===== config.mk =====
export PLATFORM = sky130hd
export DESIGN_NAME = mxc_pulse_decoder
export DESIGN_NICKNAME = d
export VERILOG_FILES = /design/src/rtl/mxc_pd_pkg.sv /design/src/rtl/mxc_interval_dec.sv /design/src/rtl/mxc_mode_map.sv /design/src/rtl/mxc_trip_latch.sv /design/src/rtl/mxc_pulse_decoder.sv
export SDC_FILE = /design/constraint.sdc
export NUM_CORES = 1
export LEC_CHECK = 0
export ABC_AREA = 1
export BUFFER_PORTS_ARGS = -buffer_cell sky130_fd_sc_hd__buf_2
export CAP_MARGIN = 40
export CELL_PAD_IN_SITES_DETAIL_PLACEMENT = 0
export CELL_PAD_IN_SITES_GLOBAL_PLACEMENT = 2
export CORE_MARGIN = 3
export CORE_UTILIZATION = 29
export DETAILED_ROUTE_END_ITERATION = 8
export PLACE_DENSITY_LB_ADDON = 0.1
export SYNTH_ARGS = -nofsm -noshare
export SYNTH_HDL_FRONTEND = slang
export SYNTH_SLANG_ARGS = --single-unit

===== constraint.sdc =====
create_clock -name clk -period 4.9 [get_ports clk]
set_clock_uncertainty 0.2 [all_clocks]
set_input_delay 0.245 -clock clk [delete_from_list [all_inputs] [get_ports clk]]
set_output_delay 0.245 -clock clk [all_outputs]
set_load 0.005 [all_outputs]

===== src/rtl/mxc_pd_pkg.sv =====
package mxc_pd_pkg;

    localparam int NUM_BND = 4;
    localparam int NUM_IV  = NUM_BND + 1;
    localparam int IV_W    = $clog2(NUM_IV);
    localparam int SEC_W   = 3;
    localparam int MODE_W  = 2 * SEC_W;
    localparam int NUM_PH  = 3;
    localparam int PH_W    = 2;
    localparam int NUM_SEC = 6;

    typedef enum logic [PH_W-1:0] {
        PH_A = 2'd0,
        PH_B = 2'd1,
        PH_C = 2'd2
    } phase_e;

    typedef enum logic [IV_W-1:0] {
        IV_FL   = 3'd0,   // first voltage, leading current
        IV_SL   = 3'd1,   // second voltage, leading current
        IV_ST   = 3'd2,   // second voltage, trailing current
        IV_FT   = 3'd3,   // first voltage, trailing current
        IV_ZERO = 3'd4
    } intv_e;

    typedef struct packed {
        phase_e ph_a;
        phase_e ph_b;
        phase_e ph_c;
    } sel_t;

    typedef struct packed {
        phase_e pos;
        phase_e neg;
    } rail_t;

    typedef struct packed {
        logic [SEC_W-1:0] vsec;
        logic [SEC_W-1:0] csec;
    } mode_t;

    function automatic logic sec_ok(input logic [SEC_W-1:0] s);
        return (s >= SEC_W'(1)) && (s <= SEC_W'(NUM_SEC));
    endfunction

    // zero-based vector index that follows k around the hexagon
    function automatic logic [SEC_W-1:0] hex_next(input logic [SEC_W-1:0] k);
        return (k == SEC_W'(NUM_SEC - 1)) ? '0 : k + SEC_W'(1);
    endfunction

    // positive-rail mask {A,B,C}; index 0 stands for vector 6
    function automatic logic [NUM_PH-1:0] volt_mask(input logic [SEC_W-1:0] vi);
        case (vi)
            3'd0:    return 3'b101;
            3'd1:    return 3'b100;
            3'd2:    return 3'b110;
            3'd3:    return 3'b010;
            3'd4:    return 3'b011;
            default: return 3'b001;
        endcase
    endfunction

    // rail phases of a current vector; index 0 stands for vector 6
    function automatic rail_t cur_rails(input logic [SEC_W-1:0] ci);
        rail_t r;
        case (ci)
            3'd0:    begin r.pos = PH_A; r.neg = PH_B; end
            3'd1:    begin r.pos = PH_A; r.neg = PH_C; end
            3'd2:    begin r.pos = PH_B; r.neg = PH_C; end
            3'd3:    begin r.pos = PH_B; r.neg = PH_A; end
            3'd4:    begin r.pos = PH_C; r.neg = PH_A; end
            default: begin r.pos = PH_C; r.neg = PH_B; end
        endcase
        return r;
    endfunction

    function automatic phase_e shared_phase(input rail_t x, input rail_t y);
        return ((x.pos == y.pos) || (x.pos == y.neg)) ? x.pos : x.neg;
    endfunction

    function automatic sel_t combine(input logic [NUM_PH-1:0] m, input rail_t r);
        sel_t s;
        s.ph_a = m[2] ? r.pos : r.neg;
        s.ph_b = m[1] ? r.pos : r.neg;
        s.ph_c = m[0] ? r.pos : r.neg;
        return s;
    endfunction

    function automatic sel_t all_to(input phase_e p);
        sel_t s;
        s.ph_a = p;
        s.ph_b = p;
        s.ph_c = p;
        return s;
    endfunction

endpackage


===== src/rtl/mxc_interval_dec.sv =====
module mxc_interval_dec
    import mxc_pd_pkg::*;
#(
    parameter int NB = NUM_BND
) (
    input  logic [NB-1:0] bnd_cmp,
    output intv_e         iv
);
    localparam int IW = $clog2(NB + 1);

    logic [IW-1:0] idx;

    // highest passed boundary wins
    always_comb begin
        idx = '0;
        for (int i = 0; i < NB; i++) begin
            if (bnd_cmp[i]) idx = IW'(i + 1);
        end
    end

    assign iv = intv_e'(idx);
endmodule


===== src/rtl/mxc_mode_map.sv =====
module mxc_mode_map
    import mxc_pd_pkg::*;
(
    input  mode_t mode,
    input  intv_e iv,
    output sel_t  sel
);
    logic [SEC_W-1:0]  kv, kc;
    logic [NUM_PH-1:0] m_first, m_second;
    rail_t             r_lead, r_trail;
    logic              valid;

    assign valid    = sec_ok(mode.vsec) && sec_ok(mode.csec);
    assign kv       = mode.vsec - SEC_W'(1);
    assign kc       = mode.csec - SEC_W'(1);
    assign m_first  = volt_mask(kv);
    assign m_second = volt_mask(hex_next(kv));
    assign r_lead   = cur_rails(kc);
    assign r_trail  = cur_rails(hex_next(kc));

    always_comb begin
        if (!valid) begin
            sel = all_to(PH_A);
        end else begin
            case (iv)
                IV_FL:   sel = combine(m_first,  r_lead);
                IV_SL:   sel = combine(m_second, r_lead);
                IV_ST:   sel = combine(m_second, r_trail);
                IV_FT:   sel = combine(m_first,  r_trail);
                default: sel = all_to(shared_phase(r_lead, r_trail));
            endcase
        end
    end
endmodule


===== src/rtl/mxc_trip_latch.sv =====
module mxc_trip_latch (
    input  logic clk,
    input  logic rst,
    input  logic set_i,
    input  logic clr_i,
    output logic q,
    output logic force_o
);
    always_ff @(posedge clk) begin
        if (rst)        q <= 1'b0;
        else if (set_i) q <= 1'b1;
        else if (clr_i) q <= 1'b0;
    end

    assign force_o = set_i | q;
endmodule


===== src/rtl/mxc_pulse_decoder.sv =====
module mxc_pulse_decoder
    import mxc_pd_pkg::*;
#(
    parameter int NB = NUM_BND
) (
    input  logic              clk,
    input  logic              rst,
    input  logic [NB-1:0]     bnd_cmp,
    input  logic [MODE_W-1:0] mode_code,
    input  logic              oc_event,
    input  logic              trip_reset,
    output logic [PH_W-1:0]   sel_a,
    output logic [PH_W-1:0]   sel_b,
    output logic [PH_W-1:0]   sel_c,
    output logic              trip_active
);
    intv_e iv;
    sel_t  map_sel, nxt_sel;
    logic  force_zero;

    logic [NUM_PH-1:0][PH_W-1:0] nxt_flat;
    logic [NUM_PH-1:0][PH_W-1:0] sel_q;

    mxc_interval_dec #(.NB(NB)) u_ivdec (
        .bnd_cmp (bnd_cmp),
        .iv      (iv)
    );

    mxc_mode_map u_map (
        .mode (mode_t'(mode_code)),
        .iv   (iv),
        .sel  (map_sel)
    );

    mxc_trip_latch u_trip (
        .clk     (clk),
        .rst     (rst),
        .set_i   (oc_event),
        .clr_i   (trip_reset),
        .q       (trip_active),
        .force_o (force_zero)
    );

    assign nxt_sel  = force_zero ? all_to(PH_A) : map_sel;
    assign nxt_flat = nxt_sel;

    for (genvar g = 0; g < NUM_PH; g++) begin : g_phase_reg
        always_ff @(posedge clk) begin
            if (rst) sel_q[g] <= PH_W'(PH_A);
            else     sel_q[g] <= nxt_flat[g];
        end
    end

    assign sel_a = sel_q[2];
    assign sel_b = sel_q[1];
    assign sel_c = sel_q[0];
endmodule


### Word level (Yosys, flattened, before mapping)

Cells that the tools add are included.

* flip-flop bits (word level): 7
* bits in latches: 0
* memory bits (writable): 0
* memory bits (read-only): 0
* bits of input ports: 14
* output and inout port bits: 7
* memories: 0

* add/subtract/negate cells: 4
* multiply operators: 0
* div/mod/pow operators: 0
* magnitude comparators: 4
* equal/unequal tests: 23
* shifts and indexed selects: 0
* muxes and demuxes: 26
* bitwise logic cells: 2
* reduce and logical (&&, ||, !) cells: 11

Operators with widths (count)
* $pmux 4 s5: 2
* $eq 3x2->1 const B: 10
* $mux 2: 15
* $pmux 3 s5: 2
* $pmux 6 s4: 1
* $eq 3x3->1 const B: 6
* $eq 3x1->1 const B: 5
* $logic_not 3->1: 5
* $mux 3: 3
* $add 3x1->3 const B: 2
* $ge 3x1->1 const B: 2
* $le 3x3->1 const B: 2
* $sub 3x1->3 const B: 2
* $eq 2x2->1: 2
* $logic_and 1x1->1: 3
* $mux 1: 3
* $reduce_or 3->1: 1
* $reduce_bool 2->1: 1
* $logic_or 1x1->1: 1
* $not 1->1: 1
* $or 1x1->1: 1

### Logic depth before layout (Yosys ltp)

* word-level depth: 9
* depth in mapped cells: 14
* mapped depth without buffers: 14

### By module

Synthesis repeated with hierarchy kept, for this count alone.

* cells, all modules: 190
* area total of the unflattened synthesis: 1047.3 sq um

Modules (own cells, without submodules)
* mxc_mode_map: times used 1, cells an instance 155, area each 767.0 sq um, seq. area each 0.0 sq um
* mxc_pulse_decoder: times used 1, cells an instance 21, area each 198.9 sq um, seq. area each 120.1 sq um
* mxc_trip_latch: times used 1, cells an instance 8, area each 46.3 sq um, seq. area each 20.0 sq um
* mxc_interval_dec: times used 1, cells an instance 6, area each 35.0 sq um, seq. area each 0.0 sq um

### Worst setup path after synthesis

OpenSTA, ideal clock, no wires.

* path type: in2reg
* start point: input mode_code[1]
* end point: register sel_q, in the netlist sel_a[0]
* arrival: 1.600 ns
* required time: 4.562 ns
* slack: 2.962 ns
* stages on the path: 12
* path buffers: 0
* cells stage by stage: nor2_2 xor2_1 ha_1 nand3_4 nor2_4 nand2_1 nand2_1 nand3_2 nand2_1 nand2_1 nand3_2 a21oi_1

* longest elaborated chain between the ends: 9
* elaborated cells between the ends (all ways): 31
* classes of those cells: add/sub (2); order compare (2); eq/ne (11); mux (9); bitwise (1); reduce/logical (6)

RTL lines
* start: declaration: line mxc_pulse_decoder.sv:9 `input logic [MODE_W-1:0] mode_code,`
* $sub 3x1->3: line mxc_mode_map.sv:15 `assign kc = mode.csec - SEC_W'(1);`
* $add 3x1->3 or $eq 3x3->1 (tied branches): line mxc_pd_pkg.sv:48 `return (k == SEC_W'(NUM_SEC - 1)) ? '0 : k + SEC_W'(1);`
* $mux 3: line mxc_pd_pkg.sv:48
* $eq 3x3->1 (tied with other cells): line mxc_pd_pkg.sv:66 `case (ci)`
* $pmux 4 s5: line mxc_pd_pkg.sv:66
* $eq 2x2->1: line mxc_pd_pkg.sv:78 `return ((x.pos == y.pos) || (x.pos == y.neg)) ? x.pos : x.neg;`
* $logic_or 1x1->1: line mxc_pd_pkg.sv:78
* $mux 2: line mxc_pd_pkg.sv:78
* $pmux 6 s4: line mxc_mode_map.sv:25 `case (iv)`
* end signal: indexed assignment: line mxc_pulse_decoder.sv:49 `if (rst) sel_q[g] <= PH_W'(PH_A);`
* end signal: indexed assignment: line mxc_pulse_decoder.sv:50 `else sel_q[g] <= nxt_flat[g];`
* end: declaration: line mxc_pulse_decoder.sv:22 `logic [NUM_PH-1:0][PH_W-1:0] sel_q;`

Parallel ways exist; a longest one is shown, timed or not.
A chain may end at the register's enable or synchronous reset.

### Final worst setup path

* start point: input mode_code[1]
* end point: register sel_q, in the netlist sel_c[0]

Same word-level chain as after synthesis.

==> metrics.txt <==
outcome=completed; antenna-violating nets left=0; largest net degree at the start of global routing=10; synth-to-layout area growth=20.0%; DRT iter0 DRCs=66; layout cells sized above 1=24.9%; layout net count=209; critical path type=primary input to register; Hold EP=u_trip.q; origin of the worst min-delay path=oc_event; max layer used=met4; post-synth top area share=16.5%; critical path startpoint category=primary input; WL/cell=11.7 µm; syn_nets=183; Die W=63.5 µm; Rel. slew slack=48.4%; clk_lat worst skew=250 ps; Pwr Total=226 µW; RSZ-0062 raised after global routing=no; Yosys top cell by area=nand2_1; worst hold path class=primary input to register; antenna violations before repair=0; data arrival time of the critical path=2040 ps; CP required=4860 ps; final routed DRC violation total=0; TNS Setup=0 ps; top cells by area, synth=nand2_1, dfxtp_1, o21ai_0, nor2_1, o211ai_1; Worst Tran Pin Value=769 ps; DR WL met3=172 µm; clk sinks=7; final setup fails=0; R2R cell count=3; CORE AREA=3100 µm²; Port Buffers=20; worst-path fanout max=8; Metal-1 WL=1.31 mm; synth warn=0; Seq/Total Area, Yosys=14.6%; Yosys cell types=23; FF-to-FF End=sel_c[0]; PD cells=197 nW/µm²; buffer levels on the longest clock path=2; Root Buffer=clkbuf_4; Max-Cap Viols=0; clock-pin slew on the worst setup and hold paths=50 ps; synthesized area=957 µm²; die area=4030 µm²; die height=63.5 µm; fmax=482 MHz; Pre-Repair DR Iteration Count=4; I/O Pins=21; #FFs+latches synth=7; Final Cycle Share=42.4%; Peak VDD IR=0.0474 mV; diode count=0; CTS buffer count=3; Mapped Cells=168; Syn Area/Cell=5.70 µm²; Tmin final=2080 ps; reg2reg start=u_trip.q; vias=1202; row count=20; cell count of the worst hold path=3; total congestion overflow=0; wire length on met2=1.28 mm; max-slew violations=0; CTS tree=built; Worst Setup End Kind=register; GRT Resource Usage Total=14.8%; Post-Route WL=2.77 mm; vias in the first global route=1063; Final Hold Vio Count=0; Vias/cell=5.07; gpl congestion=0.842; first-pass GRT wire length=4.80 mm; Static Leak=0.000568 µW; htree depth=1; setup slack, reg-to-reg=3590 ps; post-DP HPWL=2.31 mm; postcts setup bufs=0; Starting Density=30.8%
## worst max-delay path by stage
stage	to	startpoint	depth (start not counted)
2_1_floorplan	sel_a[0]	mode_code[1]	12
3_3_place_gp	sel_b[0]	mode_code[1]	12
3_5_place_dp	sel_c[0]	mode_code[1]	12
4_1_cts	sel_c[0]	mode_code[1]	12
5_1_grt	sel_c[0]	mode_code[1]	12
6_report	sel_c[0]	mode_code[1]	12
## placed cells by master (no fill, tap or decap), types with 3 or more instances in the layout
cell type	synthesis	layout
clkbuf_4	0	3
a21oi_1	10	10
inv_2	8	8
o21ai_0	16	16
inv_1	17	17
o211ai_1	9	9
dfxtp_1	7	7
nand3_1	11	11
nor3_1	3	3
nand2_1	42	42
nor2_2	3	3
nand3_2	5	5
nor2_1	18	18
buf_2	0	20
o21ai_1	5	5
## power breakdown
| part | switching, µW | internal (µW) | leakage (µW) | total [µW] |
|---|---|---|---|---|
| Clock | 18.9 | 30.9 | 0.0000150 | 49.8 |
| Combinational | 79.2 | 37.1 | 0.000496 | 116 |
| Sequential | 0.687 | 59.6 | 0.0000570 | 60.3 |
| Total | 98.7 | 128 | 0.000568 | 226 |
## sequential cells by signal, indices dropped and copies added (netlist names)
signal    cells
sel_a         2
sel_b         2
sel_c         2
u_trip.q      1
## layout make-up
cell class | instances | area [µm²]
Fill cell | 375 | 1950
Multi-Input combinational cell | 136 | 723
Sequential cell | 7 | 140
Timing Repair Buffer | 21 | 110
Inverter | 25 | 93.8
Tap cell | 44 | 55.1
Clock buffer | 4 | 26.3
## critical path, cell delays in order
cell     delay [ps]
buf_2           140
nor2_2          230
xor2_1          110
ha_1            350
nand3_4         140
nor2_4          230
nand3_1         130
nand3_2         100
nand2_1          70
nand2_1          70
nand3_2          80
a21oi_1         150
## repair_timing
| item | 4_1_cts | 5_1_grt |
|---|---|---|
| endpoints found under the hold margin | 1 | 0 |
| endpoints found under the setup margin | 0 | 0 |
| gates resized for setup | 0 | 0 |
| hold buffers | 1 | 0 |
## synthesized netlist by cell type (all sizes together)
cell      n
o211ai    9
nand2    45
inv      25
o22ai     2
o2111ai   1
nand3    17
dfxtp     7
a21oi    12
nor4      1
o21ai    21
ha        1
nor2     23
nor3      3
xor2      1
## kinds of logic (layout without fill, tap and decap cells)
kind of cell | Yosys count | in the layout | synth area share, %
flip-flops | 7 | 7 | 14.6
buffers and inverters | 25 | 50 | 9.80
AND/OR/NAND/NOR | 89 | 89 | 46.0
XOR/XNOR | 1 | 1 | 0.915
AO/OA/AOI/OAI | 45 | 45 | 27.3
adder cells (fa/ha/maj) | 1 | 1 | 1.31
## routing by layer
layer,vias up,track usage [%]
met5,-,0
li1,613,-
met3,2,1.43
met1,550,20.2
met2,37,24.5
met4,0,4.04
## per-stage QoR
| step | hold slack [ps] | setup WS [ps] | utilization [%] | instance area [µm²] | cells |
|---|---|---|---|---|---|
| 3_5_place_dp | 223 | 2580 | 35.8 | 1110 | 232 |
| 4_1_cts | 19.3 | 2830 | 37.0 | 1150 | 237 |
| 6_report | 23.2 | 2820 | 37.0 | 1150 | 237 |
| 5_1_grt | 30.9 | 2580 | 37.0 | 1150 | 237 |
| 3_3_place_gp | 220 | 2640 | 35.8 | 1110 | 232 |
| 2_1_floorplan | 117 | 2960 | - | 957 | 168 |
Power figures use the tool's default switching activity.
